==> src/rtl/addr_split_mul.sv <==
module addr_split_mul #(
  parameter int W = 32
) (
  input  logic         clk,
  input  logic         rst_n,
  input  logic         go,
  input  logic [W-1:0] opnd_in,
  input  logic [W-1:0] pc_in,
  output logic [W-1:0] mul_bus,
  output logic         res_valid,
  output logic [W-1:0] pc_late
);
  localparam int STAGES = 4;

  logic [STAGES-1:0] go_sr;
  logic [W-1:0] mcand_r, odd_r, mplier_r, even_r, prod_r;
  logic [W-1:0] even_pp, odd_pp;

  always_comb begin
    even_pp = '0;
    for (int k = 0; k < W; k += 2)
      if (mcand_r[k]) even_pp = even_pp + (mplier_r << k);
  end

  always_comb begin
    odd_pp = '0;
    for (int k = 1; k < W; k += 2)
      if (odd_r[k]) odd_pp = odd_pp + (mplier_r << k);
  end

  always_ff @(posedge clk or negedge rst_n) begin
    if (!rst_n) begin
      go_sr    <= '0;
      mcand_r  <= '0;
      odd_r    <= '0;
      mplier_r <= '0;
      even_r   <= '0;
      prod_r   <= '0;
      pc_late  <= '0;
    end else begin
      go_sr   <= {go_sr[STAGES-2:0], go};
      pc_late <= pc_in;
      if (go) mcand_r <= opnd_in;
      if (go_sr[0]) begin
        mplier_r <= opnd_in;
        odd_r    <= mcand_r;
      end
      if (go_sr[1]) even_r <= even_pp;
      if (go_sr[2]) prod_r <= even_r + odd_pp;
    end
  end

  assign res_valid = go_sr[STAGES-1];
  assign mul_bus   = res_valid ? prod_r : pc_in;
endmodule

==> config.mk <==
export PLATFORM = sky130hd
export DESIGN_NAME = addr_split_mul
export DESIGN_NICKNAME = d
export VERILOG_FILES = /design/src/rtl/addr_split_mul.sv
export SDC_FILE = /design/constraint.sdc
export NUM_CORES = 2
export LEC_CHECK = 0
export BUFFER_PORTS_ARGS = -buffer_cell sky130_fd_sc_hd__buf_2
export CAP_MARGIN = 10
export CORE_MARGIN = 3
export CORE_UTILIZATION = 50
export CTS_BUF_LIST = sky130_fd_sc_hd__clkbuf_4
export CTS_CLUSTER_DIAMETER = 60
export CTS_CLUSTER_SIZE = 20
export DETAILED_ROUTE_END_ITERATION = 7
export PLACE_DENSITY_LB_ADDON = 0.08
export SYNTH_ARGS = -nofsm -noshare
export SYNTH_HDL_FRONTEND = slang
export SYNTH_SLANG_ARGS = --single-unit
==> constraint.sdc <==
create_clock -name clk -period 59.6 [get_ports clk]
set_input_delay 17.88 -clock clk [delete_from_list [all_inputs] [get_ports clk]]
set_output_delay 17.88 -clock clk [all_outputs]
set_load 0.005 [all_outputs]
== After elaboration in Yosys (flattened, before gate mapping) ==
Index checks and enable logic that the tools add are counted.

* Add/sub/neg operators: 31
* Muxes and demuxes: 33

{| class="wikitable"
|+ Operators by type and width
! cell !! count
|-
| $mux W32 || 33
|-
| $add A32 B32 Y32 || 31
|}

* Flip-flop bits (word level): 196
* Input port bits: 67

== Logic depth before layout (Yosys ltp) ==
* Depth after elaboration: 32
* Gate-level depth with buffers: 121
* Mapped depth without buffers: 119

== Worst setup path after synthesis ==
Ideal clock, no wire load.

* Path type: input to output
* Start point: input port pc_in[0]
* End point: output port mul_bus[0]
* Path buffers: 0
* Arrival time: 18.132 ns
* Data required time: 41.720 ns
* Path slack: 23.588 ns
* Stages: 1
* Cell sequence: mux2_2

* Word-level cells in the longest chain between the ends: 1

{| class="wikitable"
|+ Ends and longest elaborated chain
! element !! RTL line !! RTL
|-
| start, declared || 8 || <nowiki>input logic [W-1:0] pc_in,</nowiki>
|-
| $mux W32 || 54 || <nowiki>assign mul_bus = res_valid ? prod_r : pc_in;</nowiki>
|-
| end, declared || 9 || <nowiki>output logic [W-1:0] mul_bus,</nowiki>
|}

Every way passes these cells.

== Worst setup path in the final report ==
* Start point: input port pc_in[27]
* End point: output port mul_bus[27]

The elaborated chain is that of the path after synthesis.

==> impl_metrics.json <==
{
  "relSlewSlack": 0.350,
  "ys_types": 101,
  "seq_area_frac_synth": 0.130,
  "required_ns": 41.72,
  "cts_tree": "built",
  "cp-start-kind": "primary input",
  "dieArea_sq_mm": 0.0727,
  "clock_skew_ns": 0.0495,
  "io_pins": 132,
  "grt_pass1_vias": 31896,
  "period_share": 0.608,
  "worstSkewPairLatency_ns": 0.80,
  "remaining_drc_errors": 0,
  "place_hpwl_mm": 89.6,
  "areaGrowthSynthToFinish_pct": 5.80,
  "crit_path_frequent_cell": "buf_2",
  "htree_levels": 4,
  "drt-initial-drc-count": 2554,
  "fin_nets": 5103,
  "drv_slew": 0,
  "final_cells": 5461,
  "multi_input_area_sq_mm": 0.0287,
  "hp-class": "reg -> reg",
  "seq_area_sq_mm": 0.00451,
  "grt_use_total": 0.313,
  "syn-cell-area_sq_mm": 0.0347,
  "numPlacedInstances": 5426,
  "synth_nets": 5053,
  "worstPathArrival_ns": 18.37,
  "async_flop_share": 1.00,
  "nFillCells": 6746,
  "drive_gt1_frac": 0.110,
  "ys_warn_count": 0,
  "cts_setup_buffers": 0,
  "cpMaxStageDelayCell": "mux2_2",
  "r2r_slack_ns": 35.16,
  "startpoint": "pc_in[27]",
  "end_kind": "primary output",
  "portBuffers": 131,
  "synth_ff_type": "dfrtp_1",
  "cts-resized-gates": 0,
  "rr_startpoint": "mplier_r[2]",
  "routed_wirelength_mm": 117,
  "synthCells": 4474,
  "critPathTopFamily": "multiplexers",
  "status": "completed",
  "grt_max_degree": 65,
  "start_util": 0.511,
  "cts_hold_buf": 0,
  "cp_max_fo": 2,
  "cts_sinks": 180,
  "crit_path_cell_trace": "buf_2 -> mux2_2 -> buf_2",
  "place_congestion": 0.946,
  "rows": 95,
  "hold_violations": 0,
  "core_sq_mm": 0.0680,
  "root_buffer": "clkbuf_4",
  "period_needed_ns": 36.25,
  "detail_route.wl_per_cell_um": 21.4,
  "drtPass1Iterations": 6,
  "cts.path.max_buffers": 2,
  "top_layer": "met4",
  "grt_pass1_wl_mm": 182,
  "crit_type": "in -> out",
  "dr_wl_met2_mm": 53.4,
  "synth_edf_count": 0,
  "path_clk_slew_ns": 0.16,
  "ys_ff_latch": 180,
  "cp_slowest_stage_delay_ns": 0.25,
  "wl_met3_mm": 6.11,
  "path_buf_inv": 2,
  "die_h_um": 270,
  "holdCritStartpoint": "mcand_r[13]",
  "cts_buffers": 17,
  "die_w_um": 270,
  "vias_per_cell": 6.21,
  "ant_nets": 0,
  "setup_viol": 0,
  "max-cap-violations": 0,
  "tightestPinTransition_ns": 0.976,
  "m1WireLength_mm": 53.3,
  "fmax_mhz": 27.6,
  "avgSynthCellArea_sq_um": 7.76,
  "rsz0062_at_grt": "false",
  "antenna_found_initial": 7,
  "grt-ovfl-total": 0,
  "setup_tns_ns": 0,
  "num_vias": 33919
}
## final timing paths
kind                                     to  depth (start not counted)
min in group asynchronous       pc_late[19]                          1
worst min register to register    odd_r[13]                          2
max in group asynchronous          go_sr[0]                          2
worst min-delay path              odd_r[13]                          2
worst max-delay path            mul_bus[27]                          3
worst max register to register   even_r[31]                        109
## state kept, by name (all words and copies together) (netlist names)
register  flops
mcand_r      32
mplier_r     32
odd_r        16
prod_r       32
pc_late      32
even_r       32
go_sr         4
## metal layers
metal	track usage	vias up
li1	-	16623
met1	0.420	16180
met2	0.524	926
met3	0.0282	190
met4	0.111	0
met5	0	-
## cell usage in the layout (no fill, tap or decap), types with 19 or more instances in the layout
cell type	Yosys	final
ha_1	483	483
nand2_1	438	438
a21oi_1	407	407
nor2_1	289	289
o21ai_0	284	284
xnor2_1	253	253
inv_1	227	227
a21o_1	204	204
mux2_2	203	203
dfrtp_1	180	172
xor2_1	133	133
buf_2	9	130
nand3_1	83	83
o21a_1	82	82
nand2b_1	72	72
o21bai_1	72	72
and2_1	63	63
nor3_1	58	58
buf_4	2	57
a31oi_1	53	53
mux2i_1	49	49
o31ai_1	44	44
and3_1	43	43
a211oi_1	40	40
nand4_1	35	35
nor2b_1	34	34
fa_1	29	29
or3_1	26	26
o211ai_1	24	24
a31o_2	23	23
o22ai_1	23	23
a41oi_1	20	20
o21ai_1	19	19
## cell usage after synthesis, types with 24 or more instances
master,instances,share of area
a21o_1,204,0.044
nand2b_1,72,0.013
nand4_1,35,0.0063
and3_1,43,0.0077
inv_1,227,0.025
nand2_1,438,0.047
a31oi_1,53,0.0095
dfrtp_1,180,0.13
and2_1,63,0.011
clkbuf_1,123,0.013
fa_1,29,0.017
mux2_2,203,0.066
o31ai_1,44,0.0095
o21bai_1,72,0.016
nor2_1,289,0.031
o211ai_1,24,0.0052
nor3_1,58,0.0084
xnor2_1,253,0.064
o21a_1,82,0.018
ha_1,483,0.17
nor2b_1,34,0.0061
mux2i_1,49,0.014
o21ai_0,284,0.041
a21oi_1,407,0.059
xor2_1,133,0.034
a211oi_1,40,0.0086
or3_1,26,0.0047
nand3_1,83,0.012
## logic make-up (layout without fill, tap and decap cells)
| kind of cell | after synthesis | in the layout | synth area share |
|---|---|---|---|
| flops | 180 | 180 | 0.130 |
| fa+ha+maj | 515 | 515 | 0.192 |
| buf+inv | 389 | 452 | 0.0428 |
| mux | 255 | 255 | 0.0812 |
| simple gates | 1219 | 1219 | 0.165 |
| xor+xnor | 392 | 392 | 0.101 |
| other cells | 0 | 3 | 0 |
| compound gates | 1524 | 1524 | 0.289 |
## layout make-up
type / count / area share
tap: 921 / 0.0314
inverter: 232 / 0.0237
timing repair buffer: 188 / 0.0298
clock inverter: 15 / 0.00647
sequential: 180 / 0.123
clock buffer: 17 / 0.00347
antenna: 3 / 0.000204
multi-input combinational: 3905 / 0.782
## stage by stage
stage          worst slack (ns)  area [sq um]   util  hold slack, ns
2_1_floorplan             23.59         34700      -           0.352
3_3_place_gp              23.35         36400  0.535           0.475
3_5_place_dp              23.36         36400  0.535           0.469
4_1_cts                   23.35         36700  0.540           0.506
5_1_grt                   23.33         36700  0.540           0.541
6_report                  23.35         36700  0.540           0.499
## worst min-delay path, delay by kind of cell, from the launching register on
| kind | cells | cell delay, ns |
|---|---|---|
| AOI/OAI and AO/OA | 1 | 0.05 |
| DFF | 1 | 0.37 |
| and+or+nand+nor | 1 | 0.05 |
Power is not shown: default switching activity piles up to over one toggle a cycle in this logic, so the estimate is an artifact.
